**config.mk**
```make
export PLATFORM = sky130hd
export DESIGN_NAME = simd_lane_alu
export DESIGN_NICKNAME = d
export VERILOG_FILES = /design/src/rtl/simd_lane_alu.sv
export SDC_FILE = /design/constraint.sdc
export NUM_CORES = 1
export LEC_CHECK = 0
export CORE_MARGIN = 2
export CORE_UTILIZATION = 54
export DETAILED_ROUTE_END_ITERATION = 8
export PLACE_DENSITY_LB_ADDON = 0.1
export SYNTH_ARGS = -nofsm -noshare
export SYNTH_HDL_FRONTEND = slang
export SYNTH_SLANG_ARGS = --single-unit
export TNS_END_PERCENT = 100
```
**constraint.sdc**
```tcl
create_clock -name clk -period 12.42 [get_ports clk]
set_input_delay 1.863 -clock clk [delete_from_list [all_inputs] [get_ports clk]]
set_output_delay 1.863 -clock clk [all_outputs]
set_load 0.02 [all_outputs]
```
**src/rtl/simd_lane_alu.sv**
```systemverilog
module simd_lane_alu (
  input  logic        clk,
  input  logic        rst_n,
  input  logic [31:0] op_a,
  input  logic [31:0] op_b,
  input  logic [2:0]  opcode,
  input  logic [1:0]  width_mode,
  input  logic [2:0]  cond_sel,
  output logic [31:0] result,
  output logic [15:0] lane_flags,
  output logic [3:0]  wr_en
);
  localparam int NB = 4;

  logic m8, m16, is_sub, is_logic, is_cmp;
  logic [NB-1:0] start, co, ov, cnd;
  logic [31:0] bx, sum, res_d, fsrc;
  logic [15:0] flg_d;
  logic [NB-1:0] wr_d;

  assign m8       = (width_mode == 2'd0);
  assign m16      = (width_mode == 2'd1);
  assign is_cmp   = (opcode == 3'd5);
  assign is_sub   = (opcode == 3'd1) || is_cmp;
  assign is_logic = (opcode == 3'd2) || (opcode == 3'd3) || (opcode == 3'd4);
  assign start    = m8 ? 4'b1111 : (m16 ? 4'b0101 : 4'b0001);
  assign bx       = is_sub ? ~op_b : op_b;

  always_comb begin
    logic c;
    logic [8:0] s9;
    c   = 1'b0;
    s9  = '0;
    sum = '0;
    co  = '0;
    ov  = '0;
    for (int k = 0; k < NB; k++) begin
      s9 = {1'b0, op_a[8*k +: 8]} + {1'b0, bx[8*k +: 8]} + {8'd0, start[k] ? is_sub : c};
      sum[8*k +: 8] = s9[7:0];
      c     = s9[8];
      co[k] = s9[8];
      ov[k] = (op_a[8*k+7] == bx[8*k+7]) && (s9[7] != op_a[8*k+7]);
    end
  end

  always_comb begin
    case (opcode)
      3'd2:    res_d = op_a & op_b;
      3'd3:    res_d = op_a | op_b;
      3'd4:    res_d = op_a ^ op_b;
      3'd5:    res_d = op_a;
      default: res_d = sum;
    endcase
  end

  assign fsrc = is_cmp ? sum : res_d;

  always_comb begin
    int t;
    logic z, n, cy, v;
    flg_d = '0;
    cnd   = '0;
    for (int k = 0; k < NB; k++) begin
      t = m8 ? k : (m16 ? k + 1 : NB - 1);
      z = 1'b1;
      for (int j = 0; j < NB; j++)
        if (j >= k && j <= t && fsrc[8*j +: 8] != 8'd0) z = 1'b0;
      n  = fsrc[8*t+7];
      cy = !is_logic && co[t];
      v  = !is_logic && ov[t];
      if (start[k]) begin
        flg_d[4*k +: 4] = {v, cy, n, z};
        case (cond_sel)
          3'd0:    cnd[k] = 1'b1;
          3'd1:    cnd[k] = z;
          3'd2:    cnd[k] = !z;
          3'd3:    cnd[k] = n;
          3'd4:    cnd[k] = cy;
          default: cnd[k] = 1'b0;
        endcase
      end
    end
  end

  for (genvar j = 0; j < NB; j++) begin : g_wr
    localparam int H = j & 2;
    assign wr_d[j] = m8 ? cnd[j] : (m16 ? cnd[H] : cnd[0]);
  end

  always_ff @(posedge clk) begin
    if (!rst_n) begin
      result     <= '0;
      lane_flags <= '0;
      wr_en      <= '0;
    end else begin
      result     <= res_d;
      lane_flags <= flg_d;
      wr_en      <= wr_d;
    end
  end
endmodule

```
; ---- After elaboration in Yosys (flattened, before gate mapping)
; Cells that the tools add are included.
[op_classes]
mux = 74
reduce_logical = 39
eq_ne = 18
n_bitwise = 4
addsub = 12
magnitude_cmp = 18
[ops]
columns = operator, n
row1 = 32-bit one-hot mux with 4 select lines, 1
row2 = 32-bit two-way mux, 2
row3 = 1-bit two-way mux, 48
row4 = 8-bit by 8-bit adder with 9-bit output, 4
row5 = 9-bit by 1-bit adder with 9-bit output, 4
row6 = 32-bit AND, 1
row7 = 32-bit NOT, 1
row8 = 32-bit bitwise OR, 1
row9 = 8-bit nonzero test, 4
row10 = 32-bit XOR, 1
row11 = 1-bit logical AND, 22
row12 = 1-bit binary-select mux with 5-bit select, 4
row13 = 1-bit one-hot mux with 5 select lines, 4
row14 = 5-bit by 3-bit adder with 6-bit output (second input constant), 3
row15 = 6-bit < comparator (second input constant), 3
row16 = 1-bit binary-select mux with 2-bit select, 8
row17 = 3-bit by 2-bit == test with 1-bit output (second input constant), 4
row18 = 2-bit <= comparator (first input constant), 6
row19 = 3-bit == test (second input constant), 3
row20 = 2-bit by 3-bit < comparator with 1-bit output (second input constant), 3
row21 = 3-bit two-way mux, 3
row22 = 2-bit AND reduction, 4
row23 = 6-bit by 3-bit adder with 7-bit output (second input constant), 1
row24 = 7-bit by 6-bit < comparator with 1-bit output (second input constant), 1
row25 = other kinds (13), 29
[totals]
output_inout_bits = 52
input_bits = 74
elab_cells = 171
ff_bits = 52

; ---- Longest topological paths before layout
; Gate-level depths: netlist (run 1).
[logic_depth]
ltp_word = 24
mapped_depth = 42
depth_no_buf = 39

; ---- Worst setup path before layout (run 1)
; No wires, ideal clock.
[synth_timing]
kind = input -> register
start = in opcode[1]
end = reg wr_en[1]
n_path_buf = 3
setup_slack_ns = 2.384
setup_time_ns = 0.122
cell_stages = 41
t_arrival_ns = 9.914
required_time_ns = 12.298
cell_sequence = buf_4 -> nor2b_1 -> buf_2 -> buf_1 -> xnor2_1 -> inv_1 -> fa_1 -> nand2b_1 -> a21o_1 -> a21oi_1 -> o21ai_0 -> nand2b_1 -> o21ai_0 -> fa_1 -> fa_1 -> nor2b_1 -> o311ai_0 -> a21oi_1 -> [5 not listed] -> nor2b_1 -> o31a_1 -> o311a_1 -> o21ai_0 -> nand2b_1 -> o21a_1 -> fa_1 -> inv_1 -> fa_1 -> nand2_1 -> o31a_1 -> or3_1 -> o31a_1 -> a2111oi_4 -> nand2_1 -> a21oi_1 -> mux2_2 -> a311o_1
[synth_between]
elab_chain_len = 20
word_cells_on_any_way = 63
cone_classes = 8 x add/sub / 5 x eq/ne / 31 x mux / 19 x reduce/logical
[synth_rtl]
columns = item, line_no
row1 = "start, declared", 6  ; input logic [2:0] opcode,
row2 = "parallel branches: the longest is 19 deep, another holds 8-bit by 8-bit adder with 9-bit output", --
row3 = 1-bit two-way mux *, 87  ; assign wr_d[j] = m8 ? cnd[j] : (m16 ? cnd[H] : cnd[0]);
row4 = "end signal, assigned", 98  ; wr_en <= wr_d;
row5 = "end, declared", 11  ; output logic [3:0] wr_en
; Mark *: on every way between the ends. The select of a mux whose other input is x is not followed.
; A chain may end at the register's enable or synchronous reset.

; ---- Worst setup path after layout (run 1)
[layout_timing]
start = in op_b[0]
end = reg wr_en[1]
[layout_between]
elab_chain_len = 19
word_cells_on_any_way = 54
cone_classes = 5 x add/sub / 30 x mux / 4 x bitwise / 15 x reduce/logical
[layout_rtl]
columns = item, line_no
row1 = "start, declared", 5  ; input logic [31:0] op_b,
row2 = "parallel branches: the longest is 18 deep, another holds 8-bit by 8-bit adder with 9-bit output", --
row3 = 1-bit two-way mux *, 87
; Marks and branches as above.

==> summary.md, run 1 <==
| Metric | Value |
|---|---|
| Routability Congestion | between 0.9 and 1 |
| Grt ovf | 0 |
| Initial Utilization | 0.559 |
| CTS Sinks | 52 |
| Most common cell in the synthesized netlist | ha_1 |
| MaxCap Viol Count | 0 |
| DP HPWL | around 16000 µm |
| Syn. warnings | 0 |
| Die area | 12900 µm² |
| Worst-path fanout max | 7 |
| Total power per unit cell area | between 90 and 100 nW/µm² |
| Hold Path Stages | 4 |
| Period minus WS final | roughly 11 ns |
| Die Ht | between 100 and 150 µm |
| Final wirelength | 20900 µm |
| Async S/R FF share, synth | 0 |
| Initial DRC Count | 537 |
| Finish-stage setup viols | 0 |
| Mapped cell area | roughly 6500 µm² |
| Largest net degree at the start of global routing | 52 |
| Floorplan core area | roughly 12000 µm² |
| Fmax | 91.3 MHz |
| Least-Margin Pin Slew | ~1.3 ns |
| Routed Antenna Nets | 0 |
| Fin Setup TNS | 0 ns |
| Hold buffer count at cts | 0 |
| Syn nets | 1002 |
| Total setup buffers inserted after CTS | 0 |
| CTS tree | yes |
| Post_cts resized | 0 |
| Port buffer count | approximately 130 |
| Min-delay src | opcode[0] |
| Synth top area cells | ha_1, dfxtp_1, xnor2_1 |
| Final worst path period share | 0.882 |
| Syn Area/Cell | approximately 7.8 µm² |
| Clock-pin slew on the worst setup and hold paths | 0.08 ns |
| CP peak stage delay | about 0.65 ns |
| Pleak | between 3 and 4 nW |
| Cell Rows | 39 |
| Maximum VDD drop | 0.0644 mV |
| Routed WL per cell | about 20 µm |
| Vias in the first global route | 6643 |
| Tot GR Track Use | 0.321 |
| Total Power | 0.000734 W |
| Via/cell ratio | roughly 6.3 |
| Hold EP | result[1] |
| Synth Register Bits | 52 |
| WP data arrival | around 11 ns |
| Top FF cell, synth | dfxtp_1 |
| Slowest-stage cell, CP | a2111oi_4 |
| Initial antenna violation count | 0 |
| CP Class | primary input to flop |
| Most frequent cells after synthesis | ha_1, inv_1, nor2_1 |
| RSZ-0062 raised after global routing | false |
| Fill cells | between 1000 and 1500 |
| DRC violations left | 0 |
| Total number of vias | 6754 |
| Outcome | finished clean |
| Die width | around 110 µm |
| Share of cells above drive strength 1 | 0.0542 |
| Synthesized netlist cell count | around 830 |
| Htree depth | 2 |
| CP startpoint kind | primary input |
| Cell variety after synth | slightly below 80 |
| Max-slew headroom | 0.146 |
| Post-synth top area cell | ha_1 |
| Sequential-to-total area share from yosys stat | 0.161 |
| Layout area overhead | 22.0% |
| Nets | 1095 |
| Most Frequent Cell on Critical Path | fa_1 |
| 1st-pass router iterations | 5 |
| Critical Path RT | 12.62 ns |
| Final hold vios | 0 |
| Maximum clock path buffer count | 2 |
| Fin. max-slew vios | 0 |
| Io pins | ~130 |
| TritonCTS Buffers | 5 |
| Worst setup EP type | flop |
| CTS root buffer | clkbuf_16 |
| First-pass GRT wire length | 33100 µm |
| # diodes | 0 |
| Number of synthesized flops with an enable pin | 0 |
| Min-Delay Path Class | primary input to flop |
| Post-synth top area share | 0.178 |
[worst max path at each step]
stage | from | to | slack (ns) | depth (start not counted)
2_1_floorplan | opcode[1] | wr_en[1] | 2.38 | 41
3_3_place_gp | op_b[0] | wr_en[1] | 1.54 | 39
3_5_place_dp | op_b[0] | wr_en[1] | 1.28 | 39
4_1_cts | op_b[0] | wr_en[1] | 1.57 | 39
5_1_grt | op_b[0] | wr_en[1] | 0.85 | 39
6_report | op_b[0] | wr_en[1] | 1.46 | 39
[per-layer routing]
layer  global-route usage  vias up  part of all wire
met5                    0        -                 0
met4                0.115        0             0.027
met3               0.0478       45             0.078
met2                0.558      316              0.48
met1                0.406     3251              0.42
li1                     -     3142                 -
[cell families after synthesis]
family | count (synthesis) | share of synthesized area
AND/OR/NAND/NOR | 252 | 0.198
AO/OA/AOI/OAI | 213 | 0.237
buffers and inverters | 129 | 0.0822
adder cells (fa/ha/maj) | 99 | 0.200
XOR/XNOR | 54 | 0.0743
flip-flops | 52 | 0.161
multiplexers | 30 | 0.0476
[worst max-delay path, delay by kind of cell]
kind | cells | cell delay, ns
AND/OR/NAND/NOR | 9 | 1.71
adder cells (fa/ha/maj) | 7 | 2.81
multiplexers | 1 | 0.35
AO/OA/AOI/OAI | 20 | 3.84
buffers and inverters | 2 | 0.58
[flip-flops by register name, indices dropped and copies added, names as in the netlist]
| register | count |
|---|---|
| lane_flags | 16 |
| result | 32 |
| wr_en | 4 |
[layout make-up]
| cell class | instances | area, µm² | area share |
|---|---|---|---|
| Multi-Input combinational cell | 648 | 4900 | 0.621 |
| Timing Repair Buffer | 134 | 1310 | 0.166 |
| Sequential cell | 52 | 1040 | 0.132 |
| Inverter | 81 | 304 | 0.0385 |
| Tap cell | 143 | 179 | 0.0227 |
| Clock buffer | 5 | 125 | 0.0159 |
| Clock inverter | 3 | 25.0 | 0.00317 |
[per-stage QoR]
stage | setup WS [ns] | hold slack (ns) | instance area, µm² | instances | util
5_1_grt | 0.848 | 2.08 | 7890 | 1066 | 0.682
2_1_floorplan | 2.38 | 2.02 | 6470 | 829 | -
6_report | 1.46 | 2.06 | 7890 | 1066 | 0.682
3_5_place_dp | 1.28 | 2.36 | 7740 | 1058 | 0.669
3_3_place_gp | 1.54 | 2.35 | 7740 | 1058 | 0.669
4_1_cts | 1.57 | 2.04 | 7890 | 1066 | 0.682
[layout by cell type (no fill, tap or decap), types with 5 or more instances in the layout]
master | netlist | layout
o21ai_0 | 35 | 35
xnor2_1 | 46 | 46
clkbuf_16 | 0 | 5
xor2_1 | 7 | 7
o221ai_1 | 8 | 8
o211ai_1 | 10 | 10
o22ai_1 | 12 | 12
and3_1 | 6 | 6
mux2i_1 | 24 | 24
o31a_1 | 6 | 6
nor2_1 | 72 | 72
a21oi_1 | 42 | 42
and2_1 | 15 | 15
dfxtp_1 | 52 | 52
a221oi_1 | 7 | 7
nand3_1 | 13 | 13
or2_2 | 6 | 6
clkdlybuf4s50_1 | 0 | 124
ha_1 | 92 | 92
fa_1 | 7 | 7
nand2b_1 | 13 | 13
a211oi_1 | 10 | 10
nor4_1 | 5 | 5
mux2_2 | 6 | 6
buf_4 | 2 | 9
o21a_1 | 6 | 6
inv_1 | 80 | 80
o31ai_1 | 8 | 8
nor2b_1 | 20 | 19
nand2_1 | 50 | 50
nor3_1 | 23 | 23
a31oi_1 | 11 | 11
a22oi_1 | 5 | 5
or3_1 | 5 | 5
[power breakdown]
group | switching [W] | internal (W)
logic | 0.000227 | 0.000171
clock network | 0.0000714 | 0.0000764
registers | 0.00000427 | 0.000184
total | 0.000302 | 0.000432
No activity file was read; power rests on OpenSTA's default activity.
==> inputs of run 2 (changes only) <==
==> constraint.sdc (replaced) <==
create_clock -name clk -period 12.42 [get_ports clk]
set_input_delay 3.105 -clock clk [delete_from_list [all_inputs] [get_ports clk]]
set_output_delay 3.105 -clock clk [all_outputs]
set_load 0.02 [all_outputs]
==> run 2 against run 1 <==
Worst hold slack better by 1.4 ns. Power is 0.96% higher. Die area stayed put. Highest routed layer unchanged.
==> summary.md, run 2 (same netlist as run 1, synthesis figures left out) <==
| Metric | Value |
|---|---|
| Die width | around 110 µm |
| Worst Path Buf+Inv | 4 |
| Min-delay src | opcode[0] |
| Hold buffer count at cts | 0 |
| CP startpoint | opcode[1] |
| Fin. max-slew vios | 0 |
| Slowest-stage cell, CP | or3b_2 |
| Total number of vias | 6761 |
| Leading cell type in the layout, fill and taps excluded | clkdlybuf4s50_1 |
| Final setup margin | roughly 0.53 ns |
| Via/cell ratio | about 6.3 |
| CTS tree | yes |
| DP HPWL | around 16000 µm |
| Worst-path fanout max | 5 |
| CP startpoint kind | primary input |
| Grt met1 use | 0.403 |
| CTS Sinks | between 50 and 60 |
| Maximum VDD drop | around 0.055 mV |
| Die Ht | between 100 and 150 µm |
| RSZ-0062 raised after global routing | false |
| Fin Setup TNS | 0 ns |
| Hold EP | result[6] |
| Initial Utilization | 0.559 |
| Top reg by flops | result |
| Die area | approximately 13000 µm² |
| Tot GR Track Use | 0.323 |
| Routed WL per cell | 19.5 µm |
| Final wirelength | 21000 µm |
| Routability Congestion | around 0.96 |
| Hold Slack | approximately 3.4 ns |
| Placed instance area | between 7000 and 8000 µm² |
| # diodes | 0 |
| 1st-pass router iterations | 6 |
| Setup slack after placement | 0.239 ns |
| Final hold vios | 0 |
| Worst setup EP type | flop |
| Largest net degree at the start of global routing | 42 |
| Min-Delay Path Class | primary input to flop |
| Most Frequent Cell on Critical Path | fa_1 |
| WP data arrival | around 12 ns |
| Cell Rows | 39 |
| Max-slew headroom | 0.449 |
| TritonCTS Buffers | 5 |
| Finish-stage setup viols | 0 |
| Post-route cell area | 7970 µm² |
| Total Power | approximately 0.00074 W |
| Hold Path Stages | 5 |
| Crit path max-delay family | compound AO/OA/AOI/OAI gates |
| CP peak stage delay | approximately 0.50 ns |
| Least-Margin Pin Slew | slightly above 0.8 ns |
| Total power per unit cell area | slightly above 90 nW/µm² |
| Largest registers | result x32, lane_flags x16, wr_en x4 |
| Period minus WS final | about 12 ns |
| CP Class | primary input to flop |
| Port buffer count | around 130 |
| DRC violations left | 0 |
| Most frequent cells in the layout | clkdlybuf4s50_1, ha_1, inv_1 |
| M2 GR Usage | 0.568 |
| Final worst path period share | 0.957 |
| Grt ovf | 0 |
| Layout area overhead | 23.2% |
| Vias in the first global route | about 6600 |
| Critical Path RT | about 13 ns |
| Initial DRC Count | between 600 and 700 |
| Floorplan core area | about 12000 µm² |
| GR peak layer | met2 |
| Met3 Use GR | 0.0446 |
| CTS root buffer | clkbuf_16 |
| Stages on worst setup path | 40 |
| Outcome | finished clean |
| Maximum clock path buffer count | 2 |
| Fmax | roughly 84 MHz |
| Share of cells above drive strength 1 | 0.0655 |
| Pleak | roughly 3.4 nW |
| MaxCap Viol Count | 0 |
| Initial antenna violation count | 0 |
| Nets | approximately 1100 |
| Io pins | around 130 |
| Routed Antenna Nets | 0 |
| Largest register FFs | 32 |
| First-pass GRT wire length | between 30000 and 40000 µm |
| Htree depth | 2 |
| Clock-pin slew on the worst setup and hold paths | 0.08 ns |
==> run 2: cell types whose count changed in the layout (fill, tap and decap cells not counted) <==
cell / previous run / this run
o2111ai_2: 0 / 1
o2111ai_1: 4 / 3
o311ai_0: 3 / 2
a21oi_1: 42 / 41
buf_4: 9 / 18
o311ai_1: 1 / 2
a21oi_2: 0 / 1
==> run 2: worst max-delay path by stage <==
stage	to	slack (ns)
global route	wr_en[3]	0.01
global placement	wr_en[1]	0.49
CTS	wr_en[1]	0.54
finish	wr_en[1]	0.53
floorplan	wr_en[1]	1.14
detailed placement	wr_en[1]	0.24
==> run 2: layer usage <==
layer  up-vias  wire length (µm)
met5         -                 0
met4         0               597
met3        50              1620
met2       322             10200
met1      3220              8560
li1       3169                 -
==> run 2: area by class of cell <==
class                      instances  area [µm²]
multi-input combinational        648        4910
clock inverter                     3        25.0
sequential                        52        1040
timing repair buffer             143        1380
fill                            1002        3600
tap                              143         179
clock buffer                       5         125
inverter                          81         304
==> run 2: stage by stage <==
step / utilization / std cells
3_5_place_dp: 0.675 / 1066
6_report: 0.689 / 1075
4_1_cts: 0.688 / 1074
3_3_place_gp: 0.675 / 1066
5_1_grt: 0.689 / 1075
2_1_floorplan: - / 829
==> run 2: power by group <==
part           leakage (nW)  switching (W)  internal (W)
combinational          2.94       0.000229      0.000174
sequential            0.430     0.00000428      0.000184
clock                0.0708      0.0000741     0.0000765
==> run 2: timing repair <==
action,in CTS,in global routing
gates resized for setup,0,3
endpoints found under the setup margin,0,2
buffers inserted,0,1
